## config.mk

```make
export PLATFORM = sky130hd
export DESIGN_NAME = excl_mon_top
export DESIGN_NICKNAME = d
export VERILOG_FILES = /design/src/rtl/excl_mon_pkg.sv /design/src/rtl/excl_mon_granule.sv /design/src/rtl/excl_mon_fsm.sv /design/src/rtl/excl_mon_resp.sv /design/src/rtl/excl_mon_top.sv
export SDC_FILE = /design/constraint.sdc
export NUM_CORES = 1
export LEC_CHECK = 0
export ABC_AREA = 1
export BUFFER_PORTS_ARGS = -buffer_cell sky130_fd_sc_hd__buf_2
export CAP_MARGIN = 20
export CORE_UTILIZATION = 45
export DETAILED_ROUTE_END_ITERATION = 12
export GPL_ROUTABILITY_DRIVEN = 1
export PLACE_DENSITY = 0.76
export RECOVER_POWER = 100
export SYNTH_ARGS = -nofsm -noshare
export SYNTH_HDL_FRONTEND = slang
export SYNTH_SLANG_ARGS = --single-unit
```

## constraint.sdc

```tcl
create_clock -name clk_i -period 1.7 [get_ports clk_i]
set_input_delay 0.17 -clock clk_i [delete_from_list [all_inputs] [get_ports clk_i]]
set_output_delay 0.17 -clock clk_i [all_outputs]
set_load 0.05 [all_outputs]
```

## src/rtl/excl_mon_pkg.sv

```systemverilog
package excl_mon_pkg;
  typedef enum logic {
    MON_OPEN = 1'b0,
    MON_EXCL = 1'b1
  } mon_state_e;

  localparam int unsigned GRAN_LOG2_MIN = 4;
  localparam int unsigned GRAN_LOG2_MAX = 11;
endpackage

```

## src/rtl/excl_mon_granule.sv

```systemverilog
module excl_mon_granule #(
  parameter int unsigned ADDR_W    = 32,
  parameter int unsigned GRAN_LOG2 = 4
) (
  input  logic [ADDR_W-1:0] ldx_addr_i,
  input  logic [ADDR_W-1:0] stx_addr_i,
  input  logic [ADDR_W-1:0] mark_base_i,
  output logic [ADDR_W-1:0] ldx_base_o,
  output logic              stx_hit_o
);
  localparam logic [ADDR_W-1:0] LOW_MASK = ADDR_W'((64'd1 << GRAN_LOG2) - 64'd1);

  // Clear the offset bits inside the granule
  function automatic logic [ADDR_W-1:0] base_of(input logic [ADDR_W-1:0] a);
    return a & ~LOW_MASK;
  endfunction

  logic [ADDR_W-1:0] stx_base;

  assign ldx_base_o = base_of(ldx_addr_i);
  assign stx_base   = base_of(stx_addr_i);
  assign stx_hit_o  = (stx_base == mark_base_i);
endmodule

```

## src/rtl/excl_mon_fsm.sv

```systemverilog
module excl_mon_fsm
  import excl_mon_pkg::*;
#(
  parameter int unsigned ADDR_W = 32
) (
  input  logic              clk_i,
  input  logic              rst_ni,
  input  logic              ldx_i,
  input  logic [ADDR_W-1:0] ldx_base_i,
  input  logic              stx_i,
  input  logic              clr_i,
  output mon_state_e        state_o,
  output logic [ADDR_W-1:0] base_o
);
  mon_state_e        state_q, state_d;
  logic [ADDR_W-1:0] base_q, base_d;

  // Priority: clear, then load-exclusive, then store-exclusive
  always_comb begin
    state_d = state_q;
    base_d  = base_q;
    if (clr_i) begin
      state_d = MON_OPEN;
    end else if (ldx_i) begin
      state_d = MON_EXCL;
      base_d  = ldx_base_i;
    end else if (stx_i) begin
      state_d = MON_OPEN;
    end
  end

  always_ff @(posedge clk_i or negedge rst_ni) begin
    if (!rst_ni) begin
      state_q <= MON_OPEN;
      base_q  <= '0;
    end else begin
      state_q <= state_d;
      base_q  <= base_d;
    end
  end

  assign state_o = state_q;
  assign base_o  = base_q;

  p_clear_opens_r7: assert property (@(posedge clk_i) disable iff (!rst_ni)
    clr_i |=> state_q == MON_OPEN);
  p_ldx_marks_r2: assert property (@(posedge clk_i) disable iff (!rst_ni)
    (ldx_i && !clr_i) |=> (state_q == MON_EXCL) && (base_q == $past(ldx_base_i)));
  p_stx_opens_r5: assert property (@(posedge clk_i) disable iff (!rst_ni)
    (stx_i && !ldx_i) |=> state_q == MON_OPEN);
  p_idle_holds_r6: assert property (@(posedge clk_i) disable iff (!rst_ni)
    (!stx_i && !ldx_i && !clr_i) |=> $stable(state_q) && $stable(base_q));
endmodule

```

## src/rtl/excl_mon_resp.sv

```systemverilog
module excl_mon_resp #(
  parameter int unsigned ADDR_W = 32,
  parameter int unsigned DATA_W = 32
) (
  input  logic              clk_i,
  input  logic              rst_ni,
  input  logic              stx_i,
  input  logic              pass_i,
  input  logic [ADDR_W-1:0] addr_i,
  input  logic [DATA_W-1:0] data_i,
  output logic              done_o,
  output logic              fail_o,
  output logic              we_o,
  output logic [ADDR_W-1:0] addr_o,
  output logic [DATA_W-1:0] data_o
);
  logic              done_q, fail_q;
  logic [ADDR_W-1:0] addr_q;
  logic [DATA_W-1:0] data_q;

  always_ff @(posedge clk_i or negedge rst_ni) begin
    if (!rst_ni) begin
      done_q <= 1'b0;
      fail_q <= 1'b0;
      addr_q <= '0;
      data_q <= '0;
    end else begin
      done_q <= stx_i;
      if (stx_i) begin
        fail_q <= ~pass_i;
        addr_q <= addr_i;
        data_q <= data_i;
      end
    end
  end

  assign done_o = done_q;
  assign fail_o = fail_q;
  assign we_o   = done_q & ~fail_q;
  assign addr_o = addr_q;
  assign data_o = data_q;

  p_done_latency_r9: assert property (@(posedge clk_i) disable iff (!rst_ni)
    stx_i |=> done_o);
  p_no_spurious_done_r9: assert property (@(posedge clk_i) disable iff (!rst_ni)
    !stx_i |=> !done_o && !we_o);
  p_pass_writes_r3: assert property (@(posedge clk_i) disable iff (!rst_ni)
    (stx_i && pass_i) |=> we_o && !fail_o && (addr_o == $past(addr_i)));
  p_fail_no_write_r4: assert property (@(posedge clk_i) disable iff (!rst_ni)
    (stx_i && !pass_i) |=> fail_o && !we_o);
endmodule

```

## src/rtl/excl_mon_top.sv

```systemverilog
module excl_mon_top
  import excl_mon_pkg::*;
#(
  parameter int unsigned ADDR_W    = 32,
  parameter int unsigned DATA_W    = 32,
  parameter int unsigned GRAN_LOG2 = 4
) (
  input  logic              clk_i,
  input  logic              rst_ni,
  input  logic              ldx_req_i,
  input  logic [ADDR_W-1:0] ldx_addr_i,
  input  logic              stx_req_i,
  input  logic [ADDR_W-1:0] stx_addr_i,
  input  logic [DATA_W-1:0] stx_data_i,
  input  logic              clrex_i,
  output logic              stx_done_o,
  output logic              stx_fail_o,
  output logic              mem_we_o,
  output logic [ADDR_W-1:0] mem_addr_o,
  output logic [DATA_W-1:0] mem_data_o
);
  if (GRAN_LOG2 < GRAN_LOG2_MIN || GRAN_LOG2 > GRAN_LOG2_MAX) begin : g_bad_gran
    $error("GRAN_LOG2 out of supported range");
  end

  mon_state_e        mon_state;
  logic [ADDR_W-1:0] mark_base;
  logic [ADDR_W-1:0] ldx_base;
  logic              stx_hit;
  logic              stx_pass;

  excl_mon_granule #(
    .ADDR_W   (ADDR_W),
    .GRAN_LOG2(GRAN_LOG2)
  ) i_granule (
    .ldx_addr_i (ldx_addr_i),
    .stx_addr_i (stx_addr_i),
    .mark_base_i(mark_base),
    .ldx_base_o (ldx_base),
    .stx_hit_o  (stx_hit)
  );

  excl_mon_fsm #(
    .ADDR_W(ADDR_W)
  ) i_fsm (
    .clk_i     (clk_i),
    .rst_ni    (rst_ni),
    .ldx_i     (ldx_req_i),
    .ldx_base_i(ldx_base),
    .stx_i     (stx_req_i),
    .clr_i     (clrex_i),
    .state_o   (mon_state),
    .base_o    (mark_base)
  );

  // Judged on the state held before this cycle's requests
  assign stx_pass = (mon_state == MON_EXCL) && stx_hit;

  excl_mon_resp #(
    .ADDR_W(ADDR_W),
    .DATA_W(DATA_W)
  ) i_resp (
    .clk_i (clk_i),
    .rst_ni(rst_ni),
    .stx_i (stx_req_i),
    .pass_i(stx_pass),
    .addr_i(stx_addr_i),
    .data_i(stx_data_i),
    .done_o(stx_done_o),
    .fail_o(stx_fail_o),
    .we_o  (mem_we_o),
    .addr_o(mem_addr_o),
    .data_o(mem_data_o)
  );

  p_open_store_fails_r1: assert property (@(posedge clk_i) disable iff (!rst_ni)
    (stx_req_i && mon_state == MON_OPEN) |=> stx_fail_o);
  p_new_mark_wins_r8: assert property (@(posedge clk_i) disable iff (!rst_ni)
    (ldx_req_i && stx_req_i && !clrex_i) |=> mon_state == MON_EXCL);
endmodule

```

==> metrics.md, run 1 <==
| Metric | Value |
|---|---|
| Total power density per cell area | `1120 nW/um^2` |
| Final ANT Viol Nets | `0` |
| Worst-case reg-to-reg path depth | `9` |
| Cell family contributing the most delay on the critical path | `buffers and inverters` |
| GR Util met2 | `33.0%` |
| Total Power Consumption | `5.68 mW` |
| Number of nets produced by synthesis | `511` |
| Maximum VDD drop | `0.622 mV` |
| Share of layout cells above drive strength 1 | `27.3%` |
| Gate count of the mapped netlist | `410` |
| Class of the most critical hold timing path | `input port to register` |
| Number of cells on the worst hold path | `2` |
| Count of unresolved DRC violations after routing | `0` |
| TritonCTS buffer count | `9` |
| Non-filler instance count after layout | `688` |
| Met3 GRT Util | `3.87%` |
| Endpoint of the most critical register-to-register path | `i_resp.fail_o` |
| Via count of the first global-routing pass | `3,083` |
| Pin count of the biggest net entering global routing | `50` |
| Most frequent standard cell in the layout excluding fill and tap cells | `sky130_fd_sc_hd__dfrtp_1` |
| Final net count | `679` |
| Number of placement rows | `33` |
| Endpoint kind of the worst setup timing path | `primary output` |
| Final clock period utilization by the worst path | `82.5%` |
| Share of synthesized area occupied by flip-flops and latches | `59.6%` |
| Ports placed on the boundary | `168` |
| Max Transition Viols Final | `0` |
| Routability-driven placement congestion ratio | `0.771` |
| Most frequent cells in the layout | `sky130_fd_sc_hd__dfrtp_1 (95), sky130_fd_sc_hd__buf_2 (93), sky130_fd_sc_hd__nand2_1 (79)` |
| Antenna diodes | `0` |
| Storage cell area | `2380 um^2` |
| Met1 track demand over resource | `23.6%` |
| Initial DRC count | `126` |
| Count of yosys warnings during synthesis | `0` |
| Effective utilization at floorplan | `47.6%` |
| Yosys cell types | `15` |
| Maxcap violations | `0` |
| Final WS setup | `0.297 ns` |
| Number of iterations in the first detailed-routing pass | `4` |
| Static power due to leakage | `2.58 nW` |
| Wire per inst | `12.9 um` |
| Status | `finished clean` |
| Total placed cells including tap cells | `671` |
| Required time of the critical path | `1.53 ns` |
| Multi-input logic area | `1340 um^2` |
| Slew margin rel. | `38.4%` |
| Clock tree from TritonCTS | `yes` |
| Bufs and invs on worst path | `1` |
| WS Path Type | `register to primary output` |
| Number of clock sinks seen by CTS | `95` |
| Total global-route track usage | `19.1%` |
| Clk pin slew, worst setup/hold paths | `0.09 ns` |
| Final Routed Wirelength | `8.85 mm` |
| Achievable clock frequency | `713 MHz` |
| RSZ-0062 raised after global routing | `false` |
| Fill count | `767` |
| First-pass GRT wire length | `13.4 mm` |
| Vias per cell | `4.75` |
| Final hold vios | `0` |
| Post_cts resized | `0` |
| Actual slew at the worst max-slew pin | `0.923 ns` |
| Data arrival time at the worst-slack endpoint | `1.23 ns` |
| Minimum setup slack after placement | `0.514 ns` |
| End of the worst hold path | `i_resp.data_o[26]` |
| Clk_skew | `0.00416 ns` |
| Delay of the slowest cell on the worst path | `0.50 ns` |
| HP Start | `stx_data_i[26]` |
| Highest fanout seen on the critical path | `3` |
| Global route hottest layer | `met2` |
| Worst R2R Setup Slack | `0.52 ns` |
| Post-synthesis sequential element count | `95` |
| Critical path's slowest cell | `sky130_fd_sc_hd__clkbuf_1` |
| Relative area change from synthesis to final layout | `27.6%` |
| Total of buffers placed on input and output ports | `163` |
| Cell breakdown of the critical path | `clkbuf_1` |
| Overall via count from detail_route | `3,269` |
| Summed negative setup slack over all endpoints | `0 ns` |
| Level count of the clock H-tree | `3` |
| Worst Setup Start Kind | `register` |
| Source of the worst register-to-register timing path | `i_fsm.base_o[19]` |
| Endpoints failing setup | `0` |
| Clock Tree Root | `sky130_fd_sc_hd__clkbuf_8` |
| Die outline area | `9250 um^2` |
| Post-Syn Area per Cell | `9.73 um^2` |
| HPWL Detailed | `6.73 mm` |
| Initial antenna violation count | `0` |
| Horizontal extent of the die | `96.2 um` |
| Remaining global-route overflow | `0` |
| Bufs on Longest Clock Path | `2` |
| Shortest clock period the worst path allows after layout | `1.40 ns` |
| Die extent in y | `96.2 um` |
| Clock latency of the later-clocked register in the worst-skew pair | `0.34 ns` |
| Synth Cell Area | `3990 um^2` |
| Core Region | `8380 um^2` |
how the worst max path moves through the flow:
stage                     cells past startpoint  slack, ns           from                end
after global routing                          6       0.17        clrex_i   i_fsm.base_o[12]
after CTS                                     2       0.37  i_resp.fail_o           mem_we_o
after detailed placement                      3       0.51      stx_req_i   i_resp.data_o[3]
final                                         1       0.30  i_resp.fail_o         stx_fail_o
after global placement                        3       0.53      stx_req_i  i_resp.data_o[27]
after floorplan                               2       0.19  i_resp.done_o           mem_we_o
area by class of cell:
type	instances	area share [%]
clock inverter	5	2.06
timing repair buffer	172	15.7
tap	105	2.58
sequential	95	46.7
inverter	52	3.83
multi-input combinational	248	26.3
clock buffer	11	2.78
cell usage after synthesis:
cell type                  number  area, um^2
sky130_fd_sc_hd__inv_1         52         195
sky130_fd_sc_hd__buf_4          1        7.51
sky130_fd_sc_hd__nand2_2        1        6.26
sky130_fd_sc_hd__buf_2         12        60.1
sky130_fd_sc_hd__nand3_1        1        5.00
sky130_fd_sc_hd__a21oi_1       48         240
sky130_fd_sc_hd__o21ai_0        5        25.0
sky130_fd_sc_hd__nor2_1        68         255
sky130_fd_sc_hd__nand2_1       78         293
sky130_fd_sc_hd__xnor2_1        1        8.76
sky130_fd_sc_hd__o31ai_1        1        7.51
sky130_fd_sc_hd__clkbuf_1       2        7.51
sky130_fd_sc_hd__o211ai_1       1        7.51
sky130_fd_sc_hd__mux2_2        44         495
sky130_fd_sc_hd__dfrtp_1       95        2380
cells by family after synthesis:
family,synth area share (%)
AOI/OAI and AO/OA,7.02
xor gates and xnor gates,0.219
DFF,59.6
muxes,12.4
buffers and inverters,6.77
and+or+nand+nor,14.0
report_power, final:
group | switching, mW | leakage (nW) | internal [mW]
sequential | 0.117 | 1.08 | 2.49
clock | 0.767 | 0.116 | 1.02
combinational | 0.933 | 1.39 | 0.357
total | 1.82 | 2.58 | 3.87
state kept, by name, indices dropped and copies added, names as in the netlist:
signal	flops
i_resp.fail_o	1
i_resp.data_o	32
i_resp.done_o	1
i_fsm.state_o	1
i_fsm.base_o	28
i_resp.addr_o	32
layer usage:
| metal | routed length [um] | vias up | part of all wire (%) |
|---|---|---|---|
| met3 | 506 | 12 | 5.7 |
| met4 | 107 | 0 | 1.2 |
| li1 | - | 1617 | - |
| met1 | 3810 | 1540 | 43 |
| met5 | 0 | - | 0 |
| met2 | 4430 | 100 | 50 |
repair_timing:
| action | in CTS | in global routing |
|---|---|---|
| hold endpoints to repair | 25 | 0 |
| hold buffers | 1 | 0 |
| buffers inserted | 0 | 0 |
| endpoints found under the setup margin | 0 | 0 |
stage by stage:
stage | area, um^2 | hold WS, ns | util (%)
finish | 5090 | 0.0515 | 60.7
global route | 5090 | 0.0347 | 60.7
CTS | 5210 | 0.0132 | 62.2
detailed placement | 4950 | 0.114 | 59.1
global placement | 4950 | 0.106 | 59.1
floorplan | 3990 | -0.126 | -
Note: power is estimated with default switching activity, not from simulation.
==> run 2, diff against run 1 <==
Clock period 1.7 ns to 1.3 ns, I/O delays scaled along.
==> metrics.md, run 2 (synthesis results as in run 1) <==
| Metric | Value |
|---|---|
| Most frequent cells in the layout | `sky130_fd_sc_hd__dfrtp_1 (95), sky130_fd_sc_hd__buf_2 (95), sky130_fd_sc_hd__nand2_1 (78)` |
| Total placed cells including tap cells | `674` |
| Endpoint kind of the worst setup timing path | `primary output` |
| Wire per inst | `13.5 um` |
| Core Region | `8380 um^2` |
| Maximum VDD drop | `0.714 mV` |
| Number of iterations in the first detailed-routing pass | `6` |
| Endpoints failing setup | `0` |
| Vias per cell | `4.77` |
| WL met2 | `5.19 mm` |
| Count of unresolved DRC violations after routing | `0` |
| Number of placement rows | `33` |
| WS Path Type | `register to primary output` |
| Data arrival time at the worst-slack endpoint | `1.11 ns` |
| RSZ-0062 raised after global routing | `false` |
| Clk_skew | `0.00721 ns` |
| Status | `finished clean` |
| Ports placed on the boundary | `168` |
| TritonCTS buffer count | `9` |
| Final clock period utilization by the worst path | `95.5%` |
| Delay of the slowest cell on the worst path | `0.42 ns` |
| Initial DRC count | `151` |
| Share of layout cells above drive strength 1 | `37.6%` |
| Achievable clock frequency | `805 MHz` |
| Die outline area | `9250 um^2` |
| Critical path's slowest cell | `sky130_fd_sc_hd__dfrtp_1` |
| Final hold vios | `0` |
| Wire length the detailed router placed on met1 | `3.99 mm` |
| Remaining global-route overflow | `0` |
| Clock tree from TritonCTS | `yes` |
| Cell breakdown of the critical path | `nor2_2 -> clkbuf_4` |
| Clock latency of the later-clocked register in the worst-skew pair | `0.36 ns` |
| Summed negative setup slack over all endpoints | `0 ns` |
| Non-filler instance count after layout | `725` |
| Antenna diodes | `0` |
| Finished Cell Area | `5480 um^2` |
| Slew margin rel. | `43.2%` |
| Pin count of the biggest net entering global routing | `96` |
| Effective utilization at floorplan | `47.6%` |
| Shortest clock period the worst path allows after layout | `1.24 ns` |
| Via count of the first global-routing pass | `3,429` |
| Overall via count from detail_route | `3,458` |
| Bufs on Longest Clock Path | `2` |
| Horizontal extent of the die | `96.2 um` |
| Level count of the clock H-tree | `3` |
| Class of the most critical hold timing path | `input port to register` |
| Relative area change from synthesis to final layout | `37.3%` |
| Clk pin slew, worst setup/hold paths | `0.09 ns` |
| Max Transition Viols Final | `0` |
| Post-CTS Setup Inserts | `0` |
| Final net count | `716` |
| Number of clock sinks seen by CTS | `95` |
| Die extent in y | `96.2 um` |
| Final ANT Viol Nets | `0` |
| Maxcap violations | `0` |
| Required time of the critical path | `1.17 ns` |
| Initial antenna violation count | `0` |
| Highest fanout seen on the critical path | `3` |
| Actual slew at the worst max-slew pin | `0.853 ns` |
| Metal3 WL | `469 um` |
| HPWL Detailed | `6.72 mm` |
| Cell family contributing the most delay on the critical path | `flip-flops` |
| Worst Setup Start Kind | `register` |
| Bufs and invs on worst path | `1` |
| Routability-driven placement congestion ratio | `0.827` |
| Total of buffers placed on input and output ports | `163` |
| Static power due to leakage | `2.91 nW` |
| Placed Area | `4980 um^2` |
| Clock Tree Root | `sky130_fd_sc_hd__clkbuf_8` |
| Total power density per cell area | `1290 nW/um^2` |
| Total global-route track usage | `22.0%` |
| First-pass GRT wire length | `15.2 mm` |
| Final Routed Wirelength | `9.79 mm` |
| Highest routed metal layer | `met4` |
[run 2: final timing paths]
| check | end | slack [ns] | cells past startpoint | start |
|---|---|---|---|---|
| max reg2reg | i_resp.fail_o | 0.17 | 9 | i_fsm.base_o[29] |
| min in group asynchronous | i_resp.addr_o[20] | 0.50 | 3 | rst_ni |
| min reg2reg | i_resp.data_o[31] | 0.51 | 1 | i_resp.data_o[31] |
| max | mem_we_o | 0.06 | 2 | i_resp.fail_o |
| max in group asynchronous | i_fsm.base_o[21] | 0.21 | 3 | rst_ni |
| min | i_resp.data_o[3] | 0.02 | 2 | stx_data_i[3] |
[run 2: cell type report]
cell class / instances / area, um^2
Inverter: 52 / 195
Clock inverter: 5 / 32.5
Fill cell: 694 / 2900
Sequential cell: 95 / 2380
Timing Repair Buffer: 209 / 1240
Multi-Input combinational cell: 248 / 1350
Clock buffer: 11 / 151
Tap cell: 105 / 131
[run 2: metrics by stage]
stage / worst slack [ns] / hold WS, ns / power (mW) / utilization, %
after detailed placement: 0.184 / 0.226 / 5.25 / 59.4
final: 0.0584 / 0.0174 / 7.07 / 65.4
after global placement: 0.190 / 0.218 / 5.20 / 59.4
after CTS: 0.00428 / 0.0000129 / 7.14 / 65.5
after floorplan: 0.0323 / -0.166 / 4.67 / -
after global routing: 0.00417 / 0.00390 / 7.45 / 65.4
[run 2: layer usage]
layer	vias up	global-route usage, %
li1	1694	-
met1	1638	26.0
met2	113	39.0
met3	13	3.87
met4	0	9.45
met5	-	0
[run 2: power breakdown]
part / switching (mW) / internal [mW]
sequential: 0.162 / 3.26
combinational: 1.25 / 0.587
clock: 1.02 / 0.794
total: 2.43 / 4.64
[run 2: worst register-to-register path, delay by kind of cell, from the launching register on]
family	cells	cell delay, ns
AO/OA/AOI/OAI	1	0.07
buffers and inverters	1	0.05
flip-flops	1	0.35
AND/OR/NAND/NOR	7	0.56
[run 2: timing repair]
item                                    in CTS  in global routing
endpoints found under the setup margin       0                 19
resized for setup                            0                  3
hold buffers                                33                  2
endpoints found under the hold margin      127                  2
